**config.mk**
```make
export PLATFORM = sky130hd
export DESIGN_NAME = lovc_decoder
export DESIGN_NICKNAME = d
export VERILOG_FILES = /design/src/rtl/lovc_pkg.sv /design/src/rtl/lovc_pattern_det.sv /design/src/rtl/lovc_aligner.sv /design/src/rtl/lovc_field_cap.sv /design/src/rtl/lovc_decoder.sv
export SDC_FILE = /design/constraint.sdc
export NUM_CORES = 1
export LEC_CHECK = 0
export BUFFER_PORTS_ARGS = -buffer_cell sky130_fd_sc_hd__buf_2
export CAP_MARGIN = 20
export CORE_MARGIN = 2
export CORE_UTILIZATION = 44
export CTS_CLUSTER_DIAMETER = 40
export DETAILED_ROUTE_END_ITERATION = 16
export GPL_TIMING_DRIVEN = 0
export PLACE_DENSITY = 0.65
export SKIP_LAST_GASP = 1
export SLEW_MARGIN = 20
export SYNTH_ARGS = -nofsm -noshare
export SYNTH_HDL_FRONTEND = slang
export SYNTH_HIERARCHICAL = 1
export SYNTH_SLANG_ARGS = --single-unit
```
**constraint.sdc**
```tcl
create_clock -name clk -period 6.7 [get_ports clk]
set_input_delay 1.005 -clock clk [delete_from_list [all_inputs] [get_ports clk]]
set_output_delay 1.005 -clock clk [all_outputs]
set_load 0.005 [all_outputs]
```
**src/rtl/lovc_pkg.sv**
```systemverilog
package lovc_pkg;

   // Superframe alignment state: search, one confirmation pending, locked, locked with one miss
   typedef enum logic [1:0] {
      AL_HUNT  = 2'd0,
      AL_TRIAL = 2'd1,
      AL_SYNC  = 2'd2,
      AL_COAST = 2'd3
   } align_state_t;

endpackage

```
**src/rtl/lovc_pattern_det.sv**
```systemverilog
module lovc_pattern_det #(
   parameter int                   PAT_LEN = 11,
   parameter logic [PAT_LEN-1:0]   PATTERN = 11'b01111111110
) (
   input  logic clk,
   input  logic rst_n,
   input  logic slot_valid,
   input  logic label_bit,
   output logic hit
);

   if (PAT_LEN < 2) begin : g_bad_len
      $error("lovc_pattern_det: PAT_LEN must be at least 2");
   end

   logic [PAT_LEN-2:0] hist_q;
   logic [PAT_LEN-1:0] window;

   // Oldest received bit lands in the MSB of the window
   assign window = {hist_q, label_bit};
   assign hit    = slot_valid && (window == PATTERN);

   always_ff @(posedge clk) begin
      if (!rst_n) begin
         hist_q <= '0;
      end else if (slot_valid) begin
         hist_q <= window[PAT_LEN-2:0];
      end
   end

endmodule

```
**src/rtl/lovc_aligner.sv**
```systemverilog
module lovc_aligner
   import lovc_pkg::*;
#(
   parameter int SF_SLOTS  = 32,
   parameter int SLOT_W    = 5,
   parameter int CHECK_POS = 10
) (
   input  logic              clk,
   input  logic              rst_n,
   input  logic              slot_valid,
   input  logic              hit,
   output logic              locked,
   output logic [SLOT_W-1:0] in_idx,
   output logic [SLOT_W-1:0] pos_q
);

   localparam logic [SLOT_W-1:0] CHECK_IDX = SLOT_W'(CHECK_POS);
   localparam logic [SLOT_W-1:0] LAST_IDX  = SLOT_W'(SF_SLOTS - 1);

   if (CHECK_POS >= SF_SLOTS) begin : g_bad_check
      $error("lovc_aligner: CHECK_POS must lie inside the superframe");
   end

   align_state_t      st_q, st_d;
   logic [SLOT_W-1:0] pos_d;

   // Index the incoming slot will occupy, given the current phase
   assign in_idx = (pos_q == LAST_IDX) ? '0 : pos_q + SLOT_W'(1);
   assign locked = (st_q == AL_SYNC) || (st_q == AL_COAST);

   always_comb begin
      st_d  = st_q;
      pos_d = pos_q;
      if (slot_valid) begin
         if (st_q == AL_HUNT) begin
            if (hit) begin
               st_d  = AL_TRIAL;
               pos_d = CHECK_IDX;
            end
         end else begin
            pos_d = in_idx;
            if (in_idx == CHECK_IDX) begin
               case (st_q)
                  AL_TRIAL: st_d = hit ? AL_SYNC : AL_HUNT;
                  AL_SYNC:  st_d = hit ? AL_SYNC : AL_COAST;
                  AL_COAST: st_d = hit ? AL_SYNC : AL_HUNT;
                  default:  st_d = AL_HUNT;
               endcase
            end
         end
      end
   end

   always_ff @(posedge clk) begin
      if (!rst_n) begin
         st_q  <= AL_HUNT;
         pos_q <= '0;
      end else begin
         st_q  <= st_d;
         pos_q <= pos_d;
      end
   end

endmodule

```
**src/rtl/lovc_field_cap.sv**
```systemverilog
module lovc_field_cap #(
   parameter int SLOT_W = 5,
   parameter int START  = 0,
   parameter int WIDTH  = 5
) (
   input  logic              clk,
   input  logic              rst_n,
   input  logic              take,
   input  logic [SLOT_W-1:0] idx,
   input  logic              data_bit,
   output logic [WIDTH-1:0]  value_q,
   output logic              cap_stb,
   output logic [WIDTH-1:0]  cap_val
);

   if (WIDTH < 2) begin : g_bad_width
      $error("lovc_field_cap: WIDTH must be at least 2");
   end

   logic [WIDTH-2:0]  shift_q;
   logic [SLOT_W-1:0] offset;
   logic              in_field;

   // Offset wraps for slots before START, so one compare bounds both ends
   assign offset   = idx - SLOT_W'(START);
   assign in_field = take && (offset < SLOT_W'(WIDTH));
   assign cap_stb  = take && (offset == SLOT_W'(WIDTH - 1));
   assign cap_val  = {shift_q, data_bit};

   always_ff @(posedge clk) begin
      if (!rst_n) begin
         shift_q <= '0;
         value_q <= '0;
      end else begin
         if (in_field) begin
            shift_q <= cap_val[WIDTH-2:0];
         end
         if (cap_stb) begin
            value_q <= cap_val;
         end
      end
   end

endmodule

```
**src/rtl/lovc_decoder.sv**
```systemverilog
module lovc_decoder #(
   parameter int                   SF_SLOTS     = 32,
   parameter int                   PAT_LEN      = 11,
   parameter logic [PAT_LEN-1:0]   PATTERN      = 11'b01111111110,
   parameter int                   CNT_START    = 0,
   parameter int                   CNT_W        = 5,
   parameter int                   SEQ_START    = 5,
   parameter int                   SEQ_W        = 6,
   parameter bit                   CONTINUITY_EN = 1'b1
) (
   input  logic                          clk,
   input  logic                          rst_n,
   input  logic                          slot_valid,
   input  logic                          label_bit,
   input  logic                          vcat_bit,
   output logic [CNT_W-1:0]              count_o,
   output logic [SEQ_W-1:0]              seq_o,
   output logic                          locked_o,
   output logic [$clog2(SF_SLOTS)-1:0]   pos_o,
   output logic                          count_err_o
);

   localparam int SLOT_W    = $clog2(SF_SLOTS);
   localparam int CHECK_POS = PAT_LEN - 1;

   if (SF_SLOTS < 2) begin : g_bad_slots
      $error("lovc_decoder: SF_SLOTS must be at least 2");
   end
   if (PAT_LEN > SF_SLOTS) begin : g_bad_pat
      $error("lovc_decoder: pattern longer than the superframe");
   end
   if (CNT_START + CNT_W > SF_SLOTS || SEQ_START + SEQ_W > SF_SLOTS) begin : g_bad_fields
      $error("lovc_decoder: field exceeds the superframe");
   end
   if (CNT_START < SEQ_START ? (CNT_START + CNT_W > SEQ_START)
                             : (SEQ_START + SEQ_W > CNT_START)) begin : g_overlap
      $error("lovc_decoder: count and sequence fields overlap");
   end

   logic              hit;
   logic              locked;
   logic [SLOT_W-1:0] in_idx;
   logic              take;
   logic              cnt_stb;
   logic [CNT_W-1:0]  cnt_cap;
   logic              seq_stb;
   logic [SEQ_W-1:0]  seq_cap;

   lovc_pattern_det #(
      .PAT_LEN (PAT_LEN),
      .PATTERN (PATTERN)
   ) u_det (
      .clk        (clk),
      .rst_n      (rst_n),
      .slot_valid (slot_valid),
      .label_bit  (label_bit),
      .hit        (hit)
   );

   lovc_aligner #(
      .SF_SLOTS  (SF_SLOTS),
      .SLOT_W    (SLOT_W),
      .CHECK_POS (CHECK_POS)
   ) u_align (
      .clk        (clk),
      .rst_n      (rst_n),
      .slot_valid (slot_valid),
      .hit        (hit),
      .locked     (locked),
      .in_idx     (in_idx),
      .pos_q      (pos_o)
   );

   // Field bits are collected only while lock holds at the strobe
   assign take = slot_valid && locked;

   lovc_field_cap #(
      .SLOT_W (SLOT_W),
      .START  (CNT_START),
      .WIDTH  (CNT_W)
   ) u_cnt (
      .clk      (clk),
      .rst_n    (rst_n),
      .take     (take),
      .idx      (in_idx),
      .data_bit (vcat_bit),
      .value_q  (count_o),
      .cap_stb  (cnt_stb),
      .cap_val  (cnt_cap)
   );

   lovc_field_cap #(
      .SLOT_W (SLOT_W),
      .START  (SEQ_START),
      .WIDTH  (SEQ_W)
   ) u_seq (
      .clk      (clk),
      .rst_n    (rst_n),
      .take     (take),
      .idx      (in_idx),
      .data_bit (vcat_bit),
      .value_q  (seq_o),
      .cap_stb  (seq_stb),
      .cap_val  (seq_cap)
   );

   assign locked_o = locked;

   if (CONTINUITY_EN) begin : g_cont
      logic prev_ok_q;
      logic err_q;

      always_ff @(posedge clk) begin
         if (!rst_n) begin
            prev_ok_q <= 1'b0;
            err_q     <= 1'b0;
         end else if (slot_valid && !locked) begin
            prev_ok_q <= 1'b0;
            err_q     <= 1'b0;
         end else if (cnt_stb) begin
            err_q     <= prev_ok_q && (cnt_cap != (count_o + CNT_W'(1)));
            prev_ok_q <= 1'b1;
         end
      end

      assign count_err_o = err_q;
   end else begin : g_no_cont
      assign count_err_o = 1'b0;
   end

   // Sequence capture strobe and value are consumed only inside the capture unit
   logic unused_seq;
   assign unused_seq = ^{seq_stb, seq_cap};

endmodule

```
==> metrics.txt, run 1 <==
status complete, no violations; Core Util, Final 0.5353; CP peak stage delay 0.44 ns; R2R Setup Slk 3.77 ns; LEAKAGE 1.066 nW; ant diodes 0; Non-Filler Instances 268; Root Driver clkbuf_8; routed via count 1374; Site Rows 23; die width 69.49 um; pin count of the biggest net entering global routing 21; Die Y 69.49 um; Ports 23; sequential cell area 780.7 um2; cts hold-fix bufs 0; Reg2Reg Capture Point count_err_o$_SDFFE_PP0P_; initial core utilization 0.4650; layout cells sized above 1 0.2110; clock insertion delay at the later pin of the skew report 0.29 ns; post-place instance area 2059 um2; endpoints failing hold 0; Clk pin slew, worst setup/hold paths 0.08 ns; DRC 0; minimum clock period 2.926 ns; 1st-pass router iterations 4; Post-CTS Setup Inserts 0; Max Root-Sink Buffers 2; Setup Skew 0.006786 ns; Mapped Area 1887 um2; highest fanout seen on the critical path 6; Final Cycle Share 0.4367; cts repair resizes 0; clk sink count 39; vias in the first global route 1266; Fillers 377; Critical Path Sink Type flop; synth warn 6; Die Area 4828 um2; Startpoint Class flop; Syn Inst Count 188; worst path cell trace ha_1 > and3_2 > ha_1 > and2b_1 > mux2i_2 > inv_2 > nor3b_2 > nand3_2 > inv_1 > nand2b_1 > nand3_1 > nor4_1 > a211oi_1; PortBufs 22; syn nets 199; CTS buffer count 5; worst-case reg-to-reg path depth 13; min setup slack post-route 3.774 ns; Area Growth Syn to Fin 15.12%; Antenna Violating Nets Remaining 0; core area 4058 um2; crit path kind flop to flop; pre-CTS setup slack 3.785 ns; max-slew violation count 0; Pwr Density 202.2 nW/um2; MaxCap Viol Count 0; WP data required 6.87 ns; RSZ-0062 raised after global routing false; initial antenna violation count 0; drt wl/cell 12.16 um; final net count 228; worst hold endpoint u_seq/value_q[3]$_SDFFE_PN0P_; final RePlAce weighted congestion 0.7904; Multi-input gate area 1031 um2; WP data arrival 3.10 ns; final wirelength 3259 um; Final setup viols 0; Final TNS setup 0 ns; crit path buf inv count 2; Pwr Total 0.4391 mW; CP delay by family, top simple AND/OR/NAND/NOR gates; Finished Cell Area 2172 um2; Placed Cells 260; Slew @ Worst Pin 0.6454 ns; most frequent CP cell ha_1; worst hold path class flop to flop; TritonCTS clock tree built; H-tree Lvls 2; Max stage delay cell, worst path dfxtp_1; critical hold path startpoint u_seq/value_q[3]$_SDFFE_PN0P_; WHS 0.4638 ns; mean cell area of the mapped netlist 10.04 um2; first-pass GRT wire length 5713 um; vias per cell 5.127; post-DP HPWL 2408 um; Worst Hold Path Cells 2; Rel. slew slack 0.5661; grt ovf 0; initial DRC count 30; Max VDD drop 0.08779 mV; Total GRT Usage 0.1459; r2r startpoint u_align/pos_q[0]$_SDFFE_PN0P_; Max Fclk 341.8 MHz
## sequential cells by signal, summed over array words and instances (netlist names), named ones only
signal / cells
count_err_o: 1
g_cont.prev_ok_q: 1
u_align/pos_q: 5
u_align/st_q: 1
u_cnt/shift_q: 4
u_cnt/value_q: 5
u_det/hist_q: 10
u_seq/shift_q: 5
u_seq/value_q: 6
## worst max path at each step
| stage | from | end | slack [ns] | depth (start not counted) |
|---|---|---|---|---|
| 2_1_floorplan | u_align/pos_q[0]$_SDFFE_PN0P_ | count_err_o$_SDFFE_PP0P_ | 4.12 | 13 |
| 3_3_place_gp | u_align/pos_q[0]$_SDFFE_PN0P_ | count_err_o$_SDFFE_PP0P_ | 3.81 | 13 |
| 3_5_place_dp | u_align/pos_q[0]$_SDFFE_PN0P_ | count_err_o$_SDFFE_PP0P_ | 3.78 | 13 |
| 4_1_cts | u_align/pos_q[0]$_SDFFE_PN0P_ | count_err_o$_SDFFE_PP0P_ | 3.76 | 13 |
| 5_1_grt | u_align/pos_q[0]$_SDFFE_PN0P_ | count_err_o$_SDFFE_PP0P_ | 3.45 | 13 |
| 6_report | u_align/pos_q[0]$_SDFFE_PN0P_ | count_err_o$_SDFFE_PP0P_ | 3.77 | 13 |
## worst min-delay path: stages (launching register included)
cell and delay (ns):
dfxtp_1 0.31, nand2_1 0.05, mux2i_1 0.05
## cell usage in the layout, fill, tap and decap left out, types with 2 or more instances in the layout
cell type,count
dfxtp_1,39
nand2_1,26
o31ai_1,2
nand2b_1,2
inv_1,8
nor2_1,10
a221oi_1,2
xnor2_1,7
nor4_1,2
nand3_2,2
nand3_1,5
nor3_2,2
xor2_1,4
clkbuf_8,5
buf_6,2
clkbuf_1,2
o21ai_0,2
buf_2,22
nor2b_1,10
ha_1,6
mux2i_1,30
a22oi_1,3
## area by class of cell
class	instances	share of cell area
multi-input cells	134	0.4747
flip-flops and latches	39	0.3594
repair buffers	22	0.05069
clock buffers	5	0.03168
well taps	50	0.02880
clock inverters	3	0.02016
plain buffers	6	0.01901
inverters	9	0.01555
## report_power, final
group / leakage, nW / total (mW) / internal [mW] / switching, mW
sequential: 0.314 / 0.233 / 0.232 / 0.000521
clock: 0.0581 / 0.193 / 0.111 / 0.0823
combinational: 0.694 / 0.0132 / 0.00534 / 0.00784
total: 1.07 / 0.439 / 0.348 / 0.0906
## per-layer routing
layer | part of all wire | vias to the layer above | routed length (um) | GRT usage
met3 | 0.036 | 5 | 118 | 0.04070
met1 | 0.49 | 643 | 1609 | 0.1818
met4 | 0.017 | 0 | 55 | 0.07407
met2 | 0.45 | 19 | 1475 | 0.2297
li1 | - | 707 | - | -
met5 | 0 | - | 0 | 0
No activity file was read; power rests on OpenSTA's default activity.
==> run 2, diff against run 1 <==
- clock period: 6.7 -> 3.1 ns (I/O delays scaled with it)
==> run 2 against run 1 <==
Net effect: clock power grew 120%; die area is the same; global-route usage is the same; via count shrank 0.15%; power grew 120%; cell count is the same; worst hold slack lost 0.0039 ns; clock-buffer cell count is the same; utilization grew 0.56 points; largest cell class unchanged.
==> metrics.txt, run 2 (synthesized netlist as in run 1, its figures left out) <==
Root Driver clkbuf_8; Reg power frac 0.530 (about the same); initial core utilization 0.4650 (unchanged); initial antenna violation count 0 (unchanged); most flop-heavy register u_det/hist_q; initial DRC count 31 (+3.3%); Max stage delay cell, worst path dfxtp_1; core area 4058 um2 (unchanged); Site Rows 23 (unchanged); Final setup viols 0 (unchanged); max-slew violation count 0 (unchanged); most common cell after layout, fill and taps aside dfxtp_1; first-pass GRT wire length 5713 um (unchanged); max FFs per register 10 (unchanged); Max Root-Sink Buffers 2 (unchanged); Slew @ Worst Pin 0.6522 ns (+0.006830 ns); ant diodes 0 (unchanged); pin count of the biggest net entering global routing 21 (unchanged); status complete, no violations; CP delay by family, top simple AND/OR/NAND/NOR gates; Die Y 69.49 um (unchanged); LEAKAGE 1.065 nW (about the same); final wirelength 3252 um (-0.21%); switch share 0.2072 (+0.0007311); worst hold path class primary input to flop; drt wl/cell 12.13 um (-0.21%); MaxCap Viol Count 0 (unchanged); highest fanout seen on the critical path 6 (unchanged); Final TNS setup 0 ns (unchanged); Largest regs u_det/hist_q (10), u_seq/value_q (6); Antenna Violating Nets Remaining 0 (unchanged); H-tree Lvls 2 (unchanged); Pint 0.7531 mW (+120%); 1st-pass router iterations 4 (unchanged); worst path cell trace ha_1 > and3_2 > ha_1 > and2b_1 > mux2i_4 > inv_2 > nor3b_4 > nand3_4 > inv_1 > nand2b_1 > nand3_1 > nor4_1 > a211oi_1; Total GRT Usage 0.1459 (unchanged); Ports 23 (unchanged); die width 69.49 um (unchanged); final net count 228 (unchanged); final RePlAce weighted congestion 0.7904 (unchanged); layout cells sized above 1 0.2110 (unchanged); metal3 WL 120 um (+1.7%); Core Util, Final 0.5409 (+0.005550); Setup Skew 0.006362 ns (-0.0004245 ns); Final Cycle Share 0.9014 (+0.4647); Critical Path Sink Type flop; highest routed metal layer met4; routed via count 1372 (-0.15%); Area Growth Syn to Fin 16.31%; Clk pwr share 0.440 (about the same); DRC 0 (unchanged); endpoints failing hold 0 (unchanged); TritonCTS clock tree built; minimum clock period 2.794 ns (-0.1315 ns); CTS buffer count 5 (unchanged); WP data required 3.27 ns (-3.60 ns); crit path buf inv count 2 (unchanged); grt ovf 0 (unchanged); Net Sw Power 0.1968 mW (+120%); Max VDD drop 0.1890 mV (+120%); Die Area 4828 um2 (unchanged); combinational share of power 0.030 (about the same); vias per cell 5.119 (-0.15%); CP peak stage delay 0.44 ns (about the same); Startpoint Class flop; Rel. slew slack 0.5615 (-0.004593); clk sink count 39 (unchanged); PortBufs 22 (unchanged); vias in the first global route 1266 (unchanged); most frequent cells in the layout dfxtp_1, mux2i_1, nand2_1, buf_2; crit path kind flop to flop; Pwr Density 432.8 nW/um2 (+110%); cts hold-fix bufs 0 (unchanged); Clk pin slew, worst setup/hold paths 0.07 ns (about the same); Max Fclk 357.9 MHz (+4.7%); clock insertion delay at the later pin of the skew report 0.29 ns (about the same); Met1 Wirelength 1583 um (-1.6%); most frequent CP cell ha_1; post-DP HPWL 2408 um (unchanged); WP data arrival 2.97 ns (-0.13 ns); Met2 Wirelength 1492 um (+1.2%)
==> run 2: cell counts in the layout (fill, tap and decap cells not counted) <==
Identical to the previous run, type by type.
==> run 2: worst register-to-register path: cells and delay by family (launching register included) <==
kind / cells / cell delay (ns)
compound gates: 1 / 0.08
fa+ha+maj: 2 / 0.43
buf+inv: 2 / 0.25
flops: 1 / 0.44
mux: 1 / 0.22
simple gates: 7 / 1.25
==> run 2: metal layers <==
metal	up-vias	global-route usage
met5	-	0
met4	0	0.07407
met3	5	0.04070
met2	19	0.2297
met1	640	0.1818
li1	708	-
==> run 2: path summary, 6_finish.rpt <==
path	start	endpoint	slack [ns]	cells past startpoint
min reg2reg	u_seq/value_q[3]$_SDFFE_PN0P_	u_seq/value_q[3]$_SDFFE_PN0P_	0.46	2
min	label_bit	u_det/hist_q[0]$_SDFFE_PN0P_	0.46	3
max	u_align/pos_q[0]$_SDFFE_PN0P_	count_err_o$_SDFFE_PP0P_	0.31	13
max reg2reg	u_align/pos_q[0]$_SDFFE_PN0P_	count_err_o$_SDFFE_PP0P_	0.31	13
==> run 2: final cells by class <==
| cell class | instances | area (um2) |
|---|---|---|
| tap | 50 | 62.56 |
| buffer | 6 | 41.29 |
| multi-input combinational | 134 | 1054 |
| timing repair buffer | 22 | 110.1 |
| clock inverter | 3 | 43.79 |
| fill | 377 | 1863 |
| sequential | 39 | 780.7 |
| clock buffer | 5 | 68.82 |
| inverter | 9 | 33.78 |
==> run 2: per-stage QoR <==
| stage | total power [mW] | worst slack, ns | area (um2) | hold WS [ns] | cells |
|---|---|---|---|---|---|
| after floorplan | 0.5329 | 0.5195 | 1887 | 0.4347 | 188 |
| final | 0.9499 | 0.3058 | 2195 | 0.4599 | 268 |
| after CTS | 0.9643 | 0.1554 | 2172 | 0.4533 | 268 |
| after global routing | 0.9848 | -0.0004359 | 2195 | 0.4732 | 268 |
| after global placement | 0.5440 | 0.2129 | 2059 | 0.4446 | 260 |
| after detailed placement | 0.5438 | 0.1847 | 2059 | 0.4513 | 260 |
==> run 2: power by group through the flow <==
stage / Sequential, mW / Clock (mW) / Combinational, mW
global placement: 0.515 / 0 / 0.0289
detailed placement: 0.515 / 0 / 0.0288
global route: 0.503 / 0.450 / 0.0310
floorplan: 0.515 / 0 / 0.0181
CTS: 0.503 / 0.432 / 0.0289
finish: 0.503 / 0.418 / 0.0285
==> run 2: repair_timing <==
action / CTS / global route
setup buffers: 0 / 0
setup endpoints to repair: 0 / 1
resized for setup: 0 / 3
==> run 3, diff against run 2 <==
- PLACE_DENSITY: 0.65 -> 0.62
==> run 3 against run 2 <==
Net effect: die area unchanged; power up 2.5%; critical path depth unchanged; first-iteration DRC count up 110%; largest cell class unchanged; highest routed layer unchanged.
==> metrics.txt, run 3 (synthesized netlist as in run 1, its figures left out) <==
status complete, no violations; Root Driver clkbuf_8; Setup Skew 0.005227 ns (-0.001135 ns); Area Growth Syn to Fin 16.25% (about the same); max-slew violation count 0 (unchanged); drt wl/cell 13.44 um (+11%); Multi-input gate area 1047 um2 (-0.59%); clk sink count 39 (unchanged); worst path cell trace ha_1 > and3_2 > ha_1 > and2b_1 > mux2i_4 > inv_2 > nor3b_2 > nand3_4 > inv_1 > nand2b_1 > nand3_1 > nor4_1 > a211oi_1; grt ovf 0 (unchanged); Die Y 69.49 um (unchanged); final RePlAce weighted congestion 0.8048 (+1.8%); ant diodes 0 (unchanged); CTS buffer count 5 (unchanged); Pint 0.7741 mW (+2.8%); most frequent cells in the layout dfxtp_1, mux2i_1, nand2_1, buf_2; R2R Setup Slk 0.26 ns (-0.05 ns); worst hold endpoint u_det/hist_q[0]$_SDFFE_PN0P_; Reg2Reg Capture Point count_err_o$_SDFFE_PP0P_; CP delay by family, top simple AND/OR/NAND/NOR gates; Ports 23 (unchanged); DRC 0 (unchanged); initial antenna violation count 0 (unchanged); Net Sw Power 0.1994 mW (+1.3%); Pwr Density 443.8 nW/um2 (+2.5%); combinational share of power 0.029 (about the same); core area 4058 um2 (unchanged); final net count 228 (unchanged); Max Fclk 351.7 MHz (-1.7%); Clk pin slew, worst setup/hold paths 0.08 ns (about the same); Site Rows 23 (unchanged); r2r startpoint u_align/pos_q[0]$_SDFFE_PN0P_; initial DRC count 66 (+110%); PortBufs 22 (unchanged); pre-CTS setup slack 0.2082 ns (+0.02351 ns); WP data required 3.27 ns (about the same); vias per cell 5.310 (+3.7%); WP data arrival 3.02 ns (+0.05 ns); Startpoint Class flop; Post-CTS Setup Inserts 0 (unchanged); max FFs per register 10 (unchanged); highest fanout seen on the critical path 6 (unchanged); Core Util, Final 0.5405 (about the same); final wirelength 3602 um (+11%); Largest regs u_det/hist_q (10), u_seq/value_q (6); cts repair resizes 0 (unchanged); Worst Hold Path Cells 3 (unchanged); Die Area 4828 um2 (unchanged); Antenna Violating Nets Remaining 0 (unchanged); Final TNS setup 0 ns (unchanged); Max Root-Sink Buffers 2 (unchanged); TritonCTS clock tree built; post-DP HPWL 2597 um (+7.9%); crit path buf inv count 2 (unchanged); H-tree Lvls 2 (unchanged); Total GRT Usage 0.1590 (+0.01314); Rel. slew slack 0.5358 (-0.02569); minimum clock period 2.843 ns (+0.04911 ns); clock insertion delay at the later pin of the skew report 0.29 ns (about the same); Max VDD drop 0.2474 mV (+31%); min setup slack post-route 0.2567 ns (-0.04911 ns); WHS 0.4558 ns (-0.004124 ns); cts hold-fix bufs 0 (unchanged); Reg power frac 0.517 (-0.013); die width 69.49 um (unchanged); crit path kind flop to flop; Slew @ Worst Pin 0.6904 ns (+0.03820 ns); sequential cell area 780.7 um2 (unchanged); initial core utilization 0.4650 (unchanged); Fillers 385 (+2.1%); worst hold path class primary input to flop; Clk pwr share 0.454 (+0.014); Non-Filler Instances 268 (unchanged); first-pass GRT wire length 6348 um (+11%); switch share 0.2048 (-0.002324); layout cells sized above 1 0.2110 (unchanged); critical hold path startpoint label_bit; most common cell after layout, fill and taps aside dfxtp_1; worst-case reg-to-reg path depth 13 (unchanged); Critical Path Sink Type flop; Max stage delay cell, worst path dfxtp_1; 1st-pass router iterations 4 (unchanged); routed via count 1423 (+3.7%); Final Cycle Share 0.9172 (+0.01584); most frequent CP cell ha_1; MaxCap Viol Count 0 (unchanged); CP peak stage delay 0.43 ns (about the same); pin count of the biggest net entering global routing 21 (unchanged); Placed Cells 260 (unchanged); LEAKAGE 1.071 nW (+0.55%); most flop-heavy register u_det/hist_q; endpoints failing hold 0 (unchanged); vias in the first global route 1446 (+14%); Final setup viols 0 (unchanged)
run 3: cell count changes in the layout (fill, tap and decap cells not counted), sizes merged:
cell | before | now
clkbuf | 7 | 8
clkinv | 2 | 1
run 3: worst max-delay path by stage:
stage / startpoint / slack (ns) / endpoint / depth (start not counted)
floorplan: u_align/pos_q[0]$_SDFFE_PN0P_ / 0.52 / count_err_o$_SDFFE_PP0P_ / 13
detailed placement: u_align/pos_q[0]$_SDFFE_PN0P_ / 0.21 / count_err_o$_SDFFE_PP0P_ / 13
global route: u_align/pos_q[0]$_SDFFE_PN0P_ / -0.01 / count_err_o$_SDFFE_PP0P_ / 13
finish: u_align/pos_q[0]$_SDFFE_PN0P_ / 0.26 / count_err_o$_SDFFE_PP0P_ / 13
global placement: u_align/pos_q[0]$_SDFFE_PN0P_ / 0.26 / count_err_o$_SDFFE_PP0P_ / 13
CTS: u_align/pos_q[0]$_SDFFE_PN0P_ / 0.17 / count_err_o$_SDFFE_PP0P_ / 13
run 3: power by group through the flow:
stage                     combinational (mW)  sequential, mW  clock (mW)
after detailed placement              0.0288           0.515           0
final                                 0.0286           0.503       0.442
after CTS                             0.0288           0.503       0.450
after floorplan                       0.0181           0.515           0
after global placement                0.0279           0.515           0
after global routing                  0.0321           0.503       0.471
run 3: cell type report:
| type | instances | share of cell area |
|---|---|---|
| Clock buffer | 6 | 0.03765 |
| Sequential cell | 39 | 0.3560 |
| Clock inverter | 2 | 0.01597 |
| Multi-Input combinational cell | 134 | 0.4775 |
| Inverter | 9 | 0.01540 |
| Buffer | 6 | 0.01882 |
| Tap cell | 50 | 0.02852 |
| Timing Repair Buffer | 22 | 0.05020 |
run 3: worst min-delay path, delay by kind of cell:
| kind | cells | cell delay, ns |
|---|---|---|
| and+or+nand+nor | 1 | 0.10 |
| muxes | 1 | 0.06 |
| buffers and inverters | 1 | 0.09 |
run 3: routing by layer:
layer	vias to the layer above	GRT usage	share of wire
met5	-	0	0
met4	0	0.05664	0.015
met3	7	0.04651	0.051
met2	36	0.2756	0.49
met1	670	0.1856	0.44
li1	710	-	-
run 3: stage by stage:
| step | area [um2] | total power [mW] |
|---|---|---|
| 2_1_floorplan | 1887 | 0.5329 |
| 3_3_place_gp | 2059 | 0.5429 |
| 3_5_place_dp | 2059 | 0.5438 |
| 4_1_cts | 2177 | 0.9819 |
| 5_1_grt | 2193 | 1.007 |
| 6_report | 2193 | 0.9735 |
